===== src/rtl/i2cm_pkg.sv =====
package i2cm_pkg;
  localparam int BYTE_W = 8;
  localparam logic [3:0] DEV_CODE = 4'b1010;

  typedef enum logic [2:0] {
    PH_IDLE,
    PH_DEV,
    PH_ADDR,
    PH_WR,
    PH_RD
  } phase_t;
endpackage


===== src/rtl/i2cm_line_sync.sv =====
module i2cm_line_sync #(
  parameter int STAGES = 2
) (
  input  logic clk,
  input  logic rst,
  input  logic scl_i,
  input  logic sda_i,
  output logic scl_lvl,
  output logic sda_lvl,
  output logic scl_rise,
  output logic scl_fall,
  output logic start_ev,
  output logic stop_ev
);
  logic [STAGES-1:0] scl_ff, sda_ff;
  logic scl_q, sda_q;

  always_ff @(posedge clk) begin
    if (rst) begin
      scl_ff <= '1;
      sda_ff <= '1;
      scl_q  <= 1'b1;
      sda_q  <= 1'b1;
    end else begin
      scl_ff <= {scl_ff[STAGES-2:0], scl_i};
      sda_ff <= {sda_ff[STAGES-2:0], sda_i};
      scl_q  <= scl_ff[STAGES-1];
      sda_q  <= sda_ff[STAGES-1];
    end
  end

  assign scl_lvl  = scl_ff[STAGES-1];
  assign sda_lvl  = sda_ff[STAGES-1];
  assign scl_rise = scl_lvl & ~scl_q;
  assign scl_fall = ~scl_lvl & scl_q;
  assign start_ev = scl_lvl & scl_q & sda_q & ~sda_lvl;
  assign stop_ev  = scl_lvl & scl_q & ~sda_q & sda_lvl;
endmodule


===== src/rtl/i2cm_addr_ctr.sv =====
module i2cm_addr_ctr #(
  parameter int AW = 7
) (
  input  logic          clk,
  input  logic          rst,
  input  logic          load,
  input  logic [AW-1:0] load_val,
  input  logic          inc,
  output logic [AW-1:0] ptr
);
  always_ff @(posedge clk) begin
    if (rst)       ptr <= '0;
    else if (load) ptr <= load_val;
    else if (inc)  ptr <= ptr + AW'(1);
  end

  // each step advances by exactly one and wraps at the array end
  p_ptr_step_r8: assert property (@(posedge clk) disable iff (rst)
    (inc && !load) |=> (ptr == $past(ptr) + AW'(1)));
endmodule


===== src/rtl/i2cm_proto.sv =====
module i2cm_proto
  import i2cm_pkg::*;
#(
  parameter int AW = 7
) (
  input  logic              clk,
  input  logic              rst,
  input  logic              scl_lvl,
  input  logic              sda_lvl,
  input  logic              scl_rise,
  input  logic              scl_fall,
  input  logic              start_ev,
  input  logic              stop_ev,
  input  logic [2:0]        strap,
  input  logic              busy,
  input  logic [BYTE_W-1:0] rd_data,
  input  logic [AW-1:0]     ptr,
  output logic              sda_oe,
  output logic              ptr_load,
  output logic [AW-1:0]     ptr_load_val,
  output logic              ptr_inc,
  output logic              wr_en,
  output logic [AW-1:0]     wr_addr,
  output logic [BYTE_W-1:0] wr_data,
  output logic              wr_commit
);
  localparam int CW = $clog2(BYTE_W + 2);
  localparam logic [CW-1:0] LAST_BIT = CW'(BYTE_W - 1);
  localparam logic [CW-1:0] ACK_SLOT = CW'(BYTE_W);
  localparam logic [CW-1:0] ACK_DONE = CW'(BYTE_W + 1);

  phase_t            ph;
  logic [CW-1:0]     cnt;
  logic [BYTE_W-1:0] shreg, txreg;
  logic              ack_pend, rw, wr_any, m_ack;
  logic [BYTE_W-1:0] byte_in;

  assign byte_in = {shreg[BYTE_W-2:0], sda_lvl};

  always_ff @(posedge clk) begin
    if (rst) begin
      ph <= PH_IDLE; cnt <= '0; shreg <= '0; txreg <= '0;
      ack_pend <= 1'b0; rw <= 1'b0; wr_any <= 1'b0; m_ack <= 1'b0;
      sda_oe <= 1'b0; ptr_load <= 1'b0; ptr_load_val <= '0; ptr_inc <= 1'b0;
      wr_en <= 1'b0; wr_addr <= '0; wr_data <= '0; wr_commit <= 1'b0;
    end else begin
      ptr_load  <= 1'b0;
      ptr_inc   <= 1'b0;
      wr_en     <= 1'b0;
      wr_commit <= 1'b0;
      if (stop_ev) begin
        if (wr_any && ph == PH_WR) wr_commit <= 1'b1;
        ph <= PH_IDLE; sda_oe <= 1'b0; cnt <= '0; wr_any <= 1'b0;
      end else if (start_ev) begin
        ph <= PH_DEV; sda_oe <= 1'b0; cnt <= '0; wr_any <= 1'b0;
      end else begin
        case (ph)
          PH_DEV, PH_ADDR, PH_WR: begin
            if (scl_rise) begin
              if (cnt < ACK_SLOT) begin
                shreg <= byte_in;
                cnt   <= cnt + 1'b1;
                if (cnt == LAST_BIT) begin
                  case (ph)
                    PH_DEV: begin
                      ack_pend <= (byte_in[BYTE_W-1:1] == {DEV_CODE, strap}) && !busy;
                      rw       <= byte_in[0];
                    end
                    PH_ADDR: begin
                      ack_pend     <= 1'b1;
                      ptr_load     <= 1'b1;
                      ptr_load_val <= byte_in[AW-1:0];
                    end
                    default: begin
                      ack_pend <= 1'b1;
                      wr_en    <= 1'b1;
                      wr_addr  <= ptr;
                      wr_data  <= byte_in;
                      ptr_inc  <= 1'b1;
                      wr_any   <= 1'b1;
                    end
                  endcase
                end
              end else begin
                cnt <= ACK_DONE;
              end
            end else if (scl_fall) begin
              if (cnt == ACK_SLOT) begin
                sda_oe <= ack_pend;
                if (!ack_pend) begin
                  ph  <= PH_IDLE;
                  cnt <= '0;
                end
              end else if (cnt == ACK_DONE) begin
                cnt <= '0;
                if (ph == PH_DEV && rw) begin
                  ph      <= PH_RD;
                  txreg   <= rd_data;
                  sda_oe  <= ~rd_data[BYTE_W-1];
                  ptr_inc <= 1'b1;
                end else begin
                  sda_oe <= 1'b0;
                  ph     <= (ph == PH_DEV) ? PH_ADDR : PH_WR;
                end
              end
            end
          end
          PH_RD: begin
            if (scl_rise) begin
              if (cnt < ACK_SLOT) cnt <= cnt + 1'b1;
              else begin
                cnt   <= ACK_DONE;
                m_ack <= ~sda_lvl;
              end
            end else if (scl_fall) begin
              if (cnt != '0 && cnt < ACK_SLOT) begin
                txreg  <= {txreg[BYTE_W-2:0], 1'b0};
                sda_oe <= ~txreg[BYTE_W-2];
              end else if (cnt == ACK_SLOT) begin
                sda_oe <= 1'b0;
              end else if (cnt == ACK_DONE) begin
                cnt <= '0;
                if (m_ack) begin
                  txreg   <= rd_data;
                  sda_oe  <= ~rd_data[BYTE_W-1];
                  ptr_inc <= 1'b1;
                end else begin
                  ph     <= PH_IDLE;
                  sda_oe <= 1'b0;
                end
              end
            end
          end
          default: ;
        endcase
      end
    end
  end

  // the pull-down only switches on while the bus clock is low
  p_oe_rise_scl_low_r11: assert property (@(posedge clk) disable iff (rst)
    $rose(sda_oe) |-> !scl_lvl);
  // a STOP leaves the engine in standby with SDA released
  p_stop_idle_r2: assert property (@(posedge clk) disable iff (rst)
    stop_ev |=> (ph == PH_IDLE && !sda_oe));
  // a device select completed under busy never leaves an acknowledge pending
  p_busy_nack_r10: assert property (@(posedge clk) disable iff (rst)
    (ph == PH_DEV && scl_rise && !start_ev && !stop_ev && cnt == LAST_BIT && busy) |=> !ack_pend);
  // write strobes come only out of the data phase
  p_wr_from_data_r4: assert property (@(posedge clk) disable iff (rst)
    wr_en |-> ($past(ph) == PH_WR));
  // commits appear only once the engine is back in standby
  p_commit_idle_r5: assert property (@(posedge clk) disable iff (rst)
    wr_commit |-> (ph == PH_IDLE));
endmodule


===== src/rtl/i2c_mem_slave_engine.sv =====
module i2c_mem_slave_engine
  import i2cm_pkg::*;
#(
  parameter int AW          = 7,
  parameter int SYNC_STAGES = 2
) (
  input  logic              clk,
  input  logic              rst,
  input  logic              scl_i,
  input  logic              sda_i,
  input  logic [2:0]        strap_i,
  input  logic              busy_i,
  input  logic [BYTE_W-1:0] rd_data_i,
  output logic              sda_oe_o,
  output logic [AW-1:0]     rd_addr_o,
  output logic              wr_en_o,
  output logic [AW-1:0]     wr_addr_o,
  output logic [BYTE_W-1:0] wr_data_o,
  output logic              wr_commit_o
);
  logic scl_lvl, sda_lvl, scl_rise, scl_fall, start_ev, stop_ev;
  logic ptr_load, ptr_inc;
  logic [AW-1:0] ptr_load_val, ptr;

  i2cm_line_sync #(.STAGES(SYNC_STAGES)) u_sync (
    .clk(clk), .rst(rst), .scl_i(scl_i), .sda_i(sda_i),
    .scl_lvl(scl_lvl), .sda_lvl(sda_lvl), .scl_rise(scl_rise),
    .scl_fall(scl_fall), .start_ev(start_ev), .stop_ev(stop_ev)
  );

  i2cm_addr_ctr #(.AW(AW)) u_ptr (
    .clk(clk), .rst(rst), .load(ptr_load), .load_val(ptr_load_val),
    .inc(ptr_inc), .ptr(ptr)
  );

  i2cm_proto #(.AW(AW)) u_proto (
    .clk(clk), .rst(rst), .scl_lvl(scl_lvl), .sda_lvl(sda_lvl),
    .scl_rise(scl_rise), .scl_fall(scl_fall), .start_ev(start_ev),
    .stop_ev(stop_ev), .strap(strap_i), .busy(busy_i), .rd_data(rd_data_i),
    .ptr(ptr), .sda_oe(sda_oe_o), .ptr_load(ptr_load),
    .ptr_load_val(ptr_load_val), .ptr_inc(ptr_inc), .wr_en(wr_en_o),
    .wr_addr(wr_addr_o), .wr_data(wr_data_o), .wr_commit(wr_commit_o)
  );

  assign rd_addr_o = ptr;
endmodule


===== config.mk =====
export PLATFORM = sky130hd
export DESIGN_NAME = i2c_mem_slave_engine
export DESIGN_NICKNAME = d
export VERILOG_FILES = /design/src/rtl/i2cm_pkg.sv /design/src/rtl/i2cm_line_sync.sv /design/src/rtl/i2cm_addr_ctr.sv /design/src/rtl/i2cm_proto.sv /design/src/rtl/i2c_mem_slave_engine.sv
export SDC_FILE = /design/constraint.sdc
export NUM_CORES = 1
export LEC_CHECK = 0
export ABC_AREA = 0
export BUFFER_PORTS_ARGS = -buffer_cell sky130_fd_sc_hd__buf_2
export CAP_MARGIN = 20
export CORE_ASPECT_RATIO = 0.75
export CORE_MARGIN = 5
export CORE_UTILIZATION = 39
export CTS_CLUSTER_DIAMETER = 200
export CTS_CLUSTER_SIZE = 28
export DETAILED_ROUTE_END_ITERATION = 12
export GPL_ROUTABILITY_DRIVEN = 0
export MAX_ROUTING_LAYER = met4
export PLACE_DENSITY = 0.59
export RECOVER_POWER = 25
export SETUP_SLACK_MARGIN = 0.15
export SLEW_MARGIN = 20
export SYNTH_ARGS = -nofsm -noshare
export SYNTH_HDL_FRONTEND = slang
export SYNTH_SLANG_ARGS = --single-unit

===== constraint.sdc =====
create_clock -name clk -period 2.85 [get_ports clk]
set_input_delay 0.1425 -clock clk [delete_from_list [all_inputs] [get_ports clk]]
set_output_delay 0.1425 -clock clk [all_outputs]
set_load 0.02 [all_outputs]

==> flow_metrics.py, run 1 <==
metrics = {
    "hold_path": {
        "hp-class": "input port to flip-flop",
    },
    "yosys": {
        "syn-num-nets": 355,
        "ys.flop_type": "dfxtp_1",
        "netlist-cell-type-count": 61,
        "yosys-top-cells-area": "dfxtp_1 42%, mux2i_1 8.8%, nand2_1 5.3%",
        "synth-seq-cells": 65,
        "synth_area_per_cell_um2": 9.16,
        "synth_top_area_cell": "dfxtp_1",
        "ys_warn_count": 0,
        "syn_inst": 335,
        "synth_area_um2": 3070,
        "synth_edf_count": 0,
        "ys_seq_area_frac": 0.424,
        "synth_top_area_share": 0.424,
        "synth-async-reset-ratio": 0,
    },
    "power_and_ir_drop": {
        "p_seq_frac": 0.551,
        "powerDensity_nw_per_um2": 480,
        "combPwrFrac": 0.036,
        "ir_drop_uv": 248,
        "internal_power_mw": 1.27,
        "power_frac_clock": 0.413,
        "swShare": 0.238,
        "switchingPower_mw": 0.398,
        "p_leak_nw": 1.24,
    },
    "setup_path": {
        "cpMaxStageDelayCell": "and3_1",
        "cp-end-kind": "flip-flop",
        "critPathBufInv": 1,
        "max_stage_delay_ns": 0.45,
        "worstSetupStartpointType": "flip-flop",
        "arrival_ns": 2.50,
        "path_cells": "inv_1, ha_1, nand4bb_1, o22ai_2, and3_1, mux2i_1",
        "critical_path_class": "flip-flop to flip-flop",
        "required_ns": 3.12,
        "crit_path_max_fanout": 8,
        "cpLargestDelayFamily": "simple AND/OR/NAND/NOR gates",
    },
    "placement": {
        "place_inst": 461,
        "portBuffers": 40,
        "dp_slack_ns": 0.656,
        "dp_hpwl_um": 4960,
    },
    "grt": {
        "grt-busiest-layer": "met1",
        "grt-ovfl-total": 0,
        "grt_usage": 0.153,
        "grtUsageMet2": 0.206,
        "gr-usage-met1": 0.216,
        "antenna_found_initial": 0,
        "grt_pass1_vias": 2317,
        "grt_first_pass_wirelength_um": 11600,
        "grt_max_degree": 40,
        "use_met3": 0.0475,
    },
    "die": {
        "die-area_um2": 9760,
        "fp.dieH_um": 86.8,
        "core_area_um2": 7780,
        "pin_count": 41,
        "placementRows": 28,
        "start_util": 0.394,
        "die_x_um": 112,
    },
    "layout": {
        "nNetsFinal": 389,
        "layout_common_cells": "65 x dfxtp_1, 43 x nand2_1, 29 x nor2_1",
        "fin_cells": 479,
        "diodes": 0,
        "finalCoreUtilization": 0.447,
        "drive_gt1_frac": 0.174,
        "final_common_cell": "dfxtp_1",
        "syn2layout_area_growth_pct": 13.4,
    },
    "routing": {
        "vias_per_cell": 5.16,
        "num_vias": 2472,
        "final_antenna_net_count": 0,
        "routed_wl_um": 7040,
        "first_pass_iters": 4,
        "drc": 0,
        "routedWlPerCell_um": 14.7,
        "drtIter0Drc": 153,
    },
    "cts": {
        "cts_setup_buffers": 0,
        "clock_latency_ns": 0.35,
        "cts_hold_buf": 2,
        "numCtsBuffers": 9,
        "cts-root-buf": "clkbuf_8",
        "cts_max_level": 3,
        "clkTransAtPathRegs_ns": 0.07,
        "clockBufferDepth": 2,
        "cts.sinks": 65,
        "cts_tree": "built",
        "cts_resized": 0,
    },
    "sta": {
        "finalHoldWorstSlack_ns": 0.0871,
        "finalCritPeriodShare": 0.781,
        "setup_viol": 0,
        "worst_slack_ns": 0.624,
        "rsz0062_at_grt": "no",
        "finalHoldViolations": 0,
        "max-slew-margin-rel": -0.0595,
        "fin_skew_ns": 0.0121,
        "worst_pin_slew_ns": 1.59,
        "fin_tns_setup_ns": 0,
        "finalCriticalPeriod_ns": 2.23,
        "fmax_ghz": 0.449,
        "slew_violations": 40,
    },
    "run_status": {
        "violations": "capacitance limit, slew limit",
        "status": "finished with violations",
    },
    "job": {
        "cap_violations": 1,
    },
}
-- final timing paths --
kind / start / end / slack (ns) / cells past startpoint
setup / recovery: u_proto.cnt[0]$_SDFFE_PP0P_ / u_proto.txreg[0]$_SDFFE_PP0P_ / 0.62 / 6
hold / removal: rd_data_i[0] / u_proto.txreg[0]$_SDFFE_PP0P_ / 0.09 / 3
setup reg to reg: u_proto.cnt[0]$_SDFFE_PP0P_ / u_proto.txreg[0]$_SDFFE_PP0P_ / 0.62 / 6
hold reg to reg: u_sync.sda_ff[0]$_SDFF_PP1_ / u_sync.sda_ff[1]$_SDFF_PP1_ / 0.41 / 1
-- stage by stage --
| step | area, um2 | power, mW |
|---|---|---|
| CTS | 3500 | 1.69 |
| detailed placement | 3310 | 1.00 |
| global placement | 3310 | 0.999 |
| finish | 3480 | 1.67 |
| global route | 3480 | 1.74 |
| floorplan | 3070 | 0.978 |
-- kinds of logic (layout without fill, tap and decap cells) --
logic type               Yosys count  after routing  synth area share
AND/OR/NAND/NOR                  133            133             0.235
AO/OA/AOI/OAI                     66             66             0.159
flip-flops                        65             65             0.424
buffers and inverters             29             68            0.0461
multiplexers                      27             27            0.0881
XOR/XNOR                          11             11            0.0314
adder cells (fa/ha/maj)            4              4            0.0163
-- flip-flops by register name (all words and copies together) (netlist names), 2 cells and up --
register and count:
u_proto.cnt 4, u_ptr.ptr 7, u_sync.sda_ff 2, u_proto.shreg 7, u_proto.wr_addr 7, u_sync.scl_ff 2, u_proto.txreg 7, u_proto.ptr_load_val 7
u_proto.ph 3, u_proto.wr_data 8
-- layout make-up --
type                    count  area, um2
clock inverters             5       31.3
inverters                   6       22.5
flip-flops and latches     65       1300
clock buffers              11        141
multi-input cells         241       1630
repair buffers             46        226
well taps                 105        131
fillers                   817       4300
-- cells in the mapped netlist (all sizes together), types with 5 or more instances --
cell	number
a31oi	9
and3	7
nor2	29
nand2b	6
a21oi	24
xor2	10
a211oi	10
buf	10
clkbuf	13
nor3	5
nor2b	6
nand2	43
mux2i	27
or2	6
dfxtp	65
nand4	6
inv	5
-- layer usage --
metal / share of wire / up-vias
met5: 0 / -
met4: 0.015 / 0
met3: 0.049 / 11
met2: 0.41 / 59
met1: 0.53 / 1143
li1: - / 1259
-- power groups by stage --
stage | registers (mW) | logic (mW) | clock network (mW)
2_1_floorplan | 0.935 | 0.0427 | 0
3_3_place_gp | 0.940 | 0.0586 | 0
3_5_place_dp | 0.941 | 0.0589 | 0
4_1_cts | 0.920 | 0.0613 | 0.709
5_1_grt | 0.921 | 0.0673 | 0.747
6_report | 0.920 | 0.0599 | 0.690
-- worst register-to-register path: cells and delay by family, from the launching register on --
| family | cells | cell delay [ns] |
|---|---|---|
| compound gates | 1 | 0.37 |
| fa+ha+maj | 1 | 0.28 |
| buf+inv | 1 | 0.07 |
| flops | 1 | 0.43 |
| mux | 1 | 0.22 |
| simple gates | 2 | 0.78 |
No activity file was read; power rests on OpenSTA's default activity.
==> run 2: changes to the inputs <==
PLACE_DENSITY = 0.61   (was 0.59)
clock period = 1.9 ns   (was 2.85 ns; I/O delays follow)
==> flow_metrics.py, run 2 (synthesis results as in run 1) <==
metrics = {
    "run_status": {
        "status": "complete, no violations",
    },
    "sta": {
        "fin_skew_ns": 0.00887,
        "finalHoldViolations": 0,
        "setup_viol": 0,
        "fin_tns_setup_ns": 0,
        "finalCritPeriodShare": 0.917,
        "worst_pin_slew_ns": 0.605,
        "fmax_ghz": 0.574,
        "max-slew-margin-rel": 0.595,
        "finalCriticalPeriod_ns": 1.74,
        "slew_violations": 0,
        "rsz0062_at_grt": "yes",
        "worst_slack_ns": 0.158,
    },
    "setup_path": {
        "cp-end-kind": "flip-flop",
        "r2r-start": "u_proto.ph[2]$_SDFFE_PP0P_",
        "reg2reg_depth": 4,
        "max_stage_delay_ns": 0.43,
        "crit_path_max_fanout": 10,
        "r2r_slack_ns": 0.16,
        "path_cells": "or3b_4, o32a_1, a2111oi_4, a211oi_2",
        "critPathBufInv": 0,
        "cpMaxStageDelayCell": "or3b_4",
        "required_ns": 2.13,
        "arrival_ns": 1.97,
        "path_depth": 4,
        "startpoint": "u_proto.ph[2]$_SDFFE_PP0P_",
        "cpLargestDelayFamily": "compound AO/OA/AOI/OAI gates",
        "critical_path_class": "flip-flop to flip-flop",
        "worstSetupStartpointType": "flip-flop",
    },
    "cts": {
        "cts_max_level": 3,
        "cts-root-buf": "clkbuf_8",
        "clkTransAtPathRegs_ns": 0.07,
        "cts_tree": "built",
        "clockBufferDepth": 2,
        "cts.sinks": 65,
        "numCtsBuffers": 9,
        "clock_latency_ns": 0.34,
    },
    "die": {
        "fp.dieH_um": 86.8,
        "placementRows": 28,
        "die-area_um2": 9760,
        "pin_count": 41,
        "core_area_um2": 7780,
        "start_util": 0.394,
        "die_x_um": 112,
    },
    "power_and_ir_drop": {
        "ir_drop_uv": 434,
        "finalPower_mw": 2.67,
        "p_leak_nw": 1.36,
        "powerDensity_nw_per_um2": 702,
    },
    "job": {
        "cap_violations": 0,
    },
    "grt": {
        "grt_first_pass_wirelength_um": 12200,
        "grt-ovfl-total": 0,
        "grt_pass1_vias": 2411,
        "grt_usage": 0.162,
        "grt_max_degree": 26,
        "antenna_found_initial": 0,
    },
    "layout": {
        "drive_gt1_frac": 0.273,
        "largest_reg_flops": 8,
        "diodes": 0,
        "fillers": 777,
        "syn2layout_area_growth_pct": 24.1,
        "top_register": "u_proto.wr_data",
        "finalCoreUtilization": 0.489,
        "nNetsFinal": 408,
        "final_common_cell": "dfxtp_1",
        "layout_common_cells": "58 x dfxtp_1, 42 x nand2_1, 29 x nor2_1",
    },
    "hold_path": {
        "holdPathStages": 3,
        "min_from": "rd_data_i[0]",
        "hp-class": "input port to flip-flop",
    },
    "routing": {
        "drtIter0Drc": 133,
        "final_antenna_net_count": 0,
        "num_vias": 2553,
        "routedWlPerCell_um": 15.0,
        "first_pass_iters": 4,
        "vias_per_cell": 5.14,
        "routed_wl_um": 7470,
        "drc": 0,
    },
    "placement": {
        "dp_slack_ns": 0.0547,
        "portBuffers": 40,
        "dp_hpwl_um": 5180,
    },
}
run 2: changes by cell type in the layout (fill, tap and decap cells not counted), sizes merged:
cell | before | now
buf | 27 | 46
bufinv | 0 | 1
clkbuf | 28 | 30
clkinv | 5 | 1
run 2: repair_timing:
action                     CTS  global route
buffers inserted             0             4
gates resized for setup     12            17
hold endpoints to repair     2             0
pin swaps                    0             6
setup endpoints to repair   28            39
hold buffers                 2             0
run 2: path summary, 6_finish.rpt:
kind,to
max,u_proto.sda_oe$_SDFFE_PP0P_
min,u_proto.txreg[0]$_SDFFE_PP0P_
max reg2reg,u_proto.sda_oe$_SDFFE_PP0P_
min reg2reg,u_sync.scl_ff[1]$_SDFF_PP1_
run 2: power by group:
group          switching (mW)  internal (mW)
Sequential            0.00794           1.36
Clock                   0.520          0.672
Combinational          0.0633         0.0450
run 2: final cells by class:
class	instances	area (um2)	share of cell area
clock buffer	13	159	0.0417
clock inverter	2	37.5	0.00986
inverter	6	22.5	0.00592
multi-input combinational	241	1740	0.457
sequential	65	1320	0.346
tap	105	131	0.0345
timing repair buffer	65	398	0.105
run 2: layer usage:
| metal | vias to the layer above | wire [um] | track usage |
|---|---|---|---|
| met5 | - | 0 | - |
| met4 | 0 | 48 | 0.0666 |
| met3 | 4 | 502 | 0.0426 |
| met2 | 69 | 3210 | 0.220 |
| met1 | 1178 | 3710 | 0.227 |
| li1 | 1302 | - | - |
run 2: stage by stage:
step	instances	hold slack, ns	area, um2
2_1_floorplan	335	0.199	3080
3_3_place_gp	476	0.277	3450
3_5_place_dp	476	0.281	3450
4_1_cts	493	0.0128	3710
5_1_grt	497	0.0361	3810
6_report	497	0.0321	3810
run 2: worst register-to-register path, delay by kind of cell (launching register included):
family / cells / cell delay [ns]
AO/OA/AOI/OAI: 3 / 0.81
flip-flops: 1 / 0.39
AND/OR/NAND/NOR: 1 / 0.43
==> run 3: changes to the inputs <==
PLACE_DENSITY = 0.59   (was 0.61)
clock period = 1.85 ns   (was 1.9 ns; I/O delays follow)
==> flow_metrics.py, run 3 (synthesis results as in run 1) <==
metrics = {
    "run_status": {
        "status": "complete, no violations",
    },
    "sta": {
        "max-slew-margin-rel": 0.603,
        "finalHoldViolations": 0,
        "rsz0062_at_grt": "yes",
        "fin_tns_setup_ns": 0,
        "fin_skew_ns": 0.00880,
        "fmax_ghz": 0.582,
        "finalCriticalPeriod_ns": 1.72,
        "finalCritPeriodShare": 0.929,
        "setup_viol": 0,
        "worst_pin_slew_ns": 0.593,
        "slew_violations": 0,
    },
    "power_and_ir_drop": {
        "ir_drop_uv": 479,
        "p_leak_nw": 1.42,
        "powerDensity_nw_per_um2": 812,
    },
    "routing": {
        "routed_wl_um": 7280,
        "num_vias": 2545,
        "first_pass_iters": 4,
        "routedWlPerCell_um": 14.6,
        "drtIter0Drc": 184,
        "vias_per_cell": 5.10,
        "final_antenna_net_count": 0,
        "drc": 0,
    },
    "die": {
        "placementRows": 28,
        "die_x_um": 112,
        "start_util": 0.394,
        "pin_count": 41,
        "fp.dieH_um": 86.8,
        "die-area_um2": 9760,
        "core_area_um2": 7780,
    },
    "cts": {
        "clockBufferDepth": 2,
        "cts_max_level": 3,
        "cts.sinks": 65,
        "clock_latency_ns": 0.34,
        "clkTransAtPathRegs_ns": 0.08,
        "numCtsBuffers": 9,
        "cts-root-buf": "clkbuf_8",
        "cts_tree": "built",
    },
    "layout": {
        "fillers": 771,
        "layout_common_cells": "57 x dfxtp_1, 42 x nand2_1, 29 x nor2_1",
        "nNetsFinal": 409,
        "drive_gt1_frac": 0.284,
        "multiInputGateArea_um2": 1710,
        "diodes": 0,
        "largest_reg_flops": 8,
        "top_register": "u_proto.wr_data",
        "seq_area_um2": 1320,
        "finalCoreUtilization": 0.499,
        "syn2layout_area_growth_pct": 26.6,
        "final_common_cell": "dfxtp_1",
    },
    "setup_path": {
        "r2r_end": "u_proto.ph[2]$_SDFFE_PP0P_",
        "arrival_ns": 1.98,
        "required_ns": 2.11,
        "r2r-start": "u_proto.cnt[0]$_SDFFE_PP0P_",
        "path_cells": "inv_2, ha_4, nand4bb_4, or3_1, a21oi_2, mux2i_1",
        "r2r_slack_ns": 0.13,
        "cp-end-kind": "flip-flop",
        "critPathBufInv": 1,
        "worstSetupStartpointType": "flip-flop",
        "reg2reg_depth": 6,
        "cpLargestDelayFamily": "simple AND/OR/NAND/NOR gates",
        "cpMaxStageDelayCell": "dfxtp_4",
        "crit_path_max_fanout": 7,
        "max_stage_delay_ns": 0.38,
        "critical_path_class": "flip-flop to flip-flop",
    },
    "hold_path": {
        "min_from": "rd_data_i[7]",
        "holdPathStages": 4,
        "min_to": "u_proto.sda_oe$_SDFFE_PP0P_",
        "hp-class": "input port to flip-flop",
    },
    "placement": {
        "portBuffers": 40,
        "dp_hpwl_um": 5160,
    },
    "grt": {
        "grt-ovfl-total": 0,
        "grt_first_pass_wirelength_um": 12100,
        "antenna_found_initial": 0,
        "grt_usage": 0.159,
        "grt_pass1_vias": 2343,
        "grt_max_degree": 23,
    },
    "job": {
        "cap_violations": 0,
    },
}
## run 3: power by group
group | leakage [nW] | total (mW) | switching, mW | internal [mW]
Combinational | 0.752 | 0.112 | 0.0639 | 0.0479
Sequential | 0.529 | 1.41 | 0.00856 | 1.40
Clock | 0.137 | 1.63 | 0.558 | 1.08
Total | 1.42 | 3.15 | 0.630 | 2.52
## run 3: through the flow
step                total power, mW  hold WS [ns]  std cells  setup WS [ns]  cell area, um2
floorplan                      1.51         0.196        335          0.113            3090
global placement               1.55         0.275        478         0.0677            3490
detailed placement             1.55         0.277        478        -0.0346            3490
CTS                            3.20        0.0180        497          0.133            3850
global route                   3.28        0.0183        499         0.0875            3880
finish                         3.15        0.0343        499          0.132            3880
## run 3: area by class of cell
| class | instances | area share |
|---|---|---|
| clock buffers | 10 | 0.0354 |
| inverters | 6 | 0.00580 |
| well taps | 105 | 0.0338 |
| clock inverters | 6 | 0.0354 |
| multi-input cells | 241 | 0.441 |
| repair buffers | 66 | 0.109 |
| flip-flops and latches | 65 | 0.340 |
## run 3: layer usage
layer	track usage	share of wire	vias to the layer above
met3	0.0412	0.060	9
met1	0.232	0.52	1169
met5	-	0	-
met4	0.0546	0.012	0
li1	-	-	1303
met2	0.209	0.41	64
## run 3: timing repair
action,in CTS,in global routing
hold buffers,2,0
setup endpoints to repair,29,48
pin swaps,3,5
gates resized for setup,13,17
setup buffers,1,2
endpoints found under the hold margin,2,0
## run 3: worst max path at each step
stage	startpoint	endpoint	slack, ns	cells after the start
after global routing	u_proto.ph[2]$_SDFFE_PP0P_	u_proto.txreg[0]$_SDFFE_PP0P_	0.09	6
after CTS	u_proto.cnt[0]$_SDFFE_PP0P_	u_proto.ph[2]$_SDFFE_PP0P_	0.13	6
after detailed placement	u_proto.ph[2]$_SDFFE_PP0P_	u_proto.ph[2]$_SDFFE_PP0P_	-0.03	4
after global placement	u_proto.ph[2]$_SDFFE_PP0P_	u_proto.ph[1]$_SDFFE_PP0P_	0.07	4
after floorplan	u_proto.ph[1]$_SDFFE_PP0P_	u_proto.txreg[0]$_SDFFE_PP0P_	0.11	6
final	u_proto.cnt[0]$_SDFFE_PP0P_	u_proto.ph[2]$_SDFFE_PP0P_	0.13	6
## run 3: worst reg2reg max path: cells and delay by family (launching register included)
kind,cells,cell delay [ns]
AOI/OAI and AO/OA,1,0.20
adders and majority gates,1,0.17
buffers and inverters,1,0.05
DFF,1,0.38
muxes,1,0.22
and+or+nand+nor,2,0.63
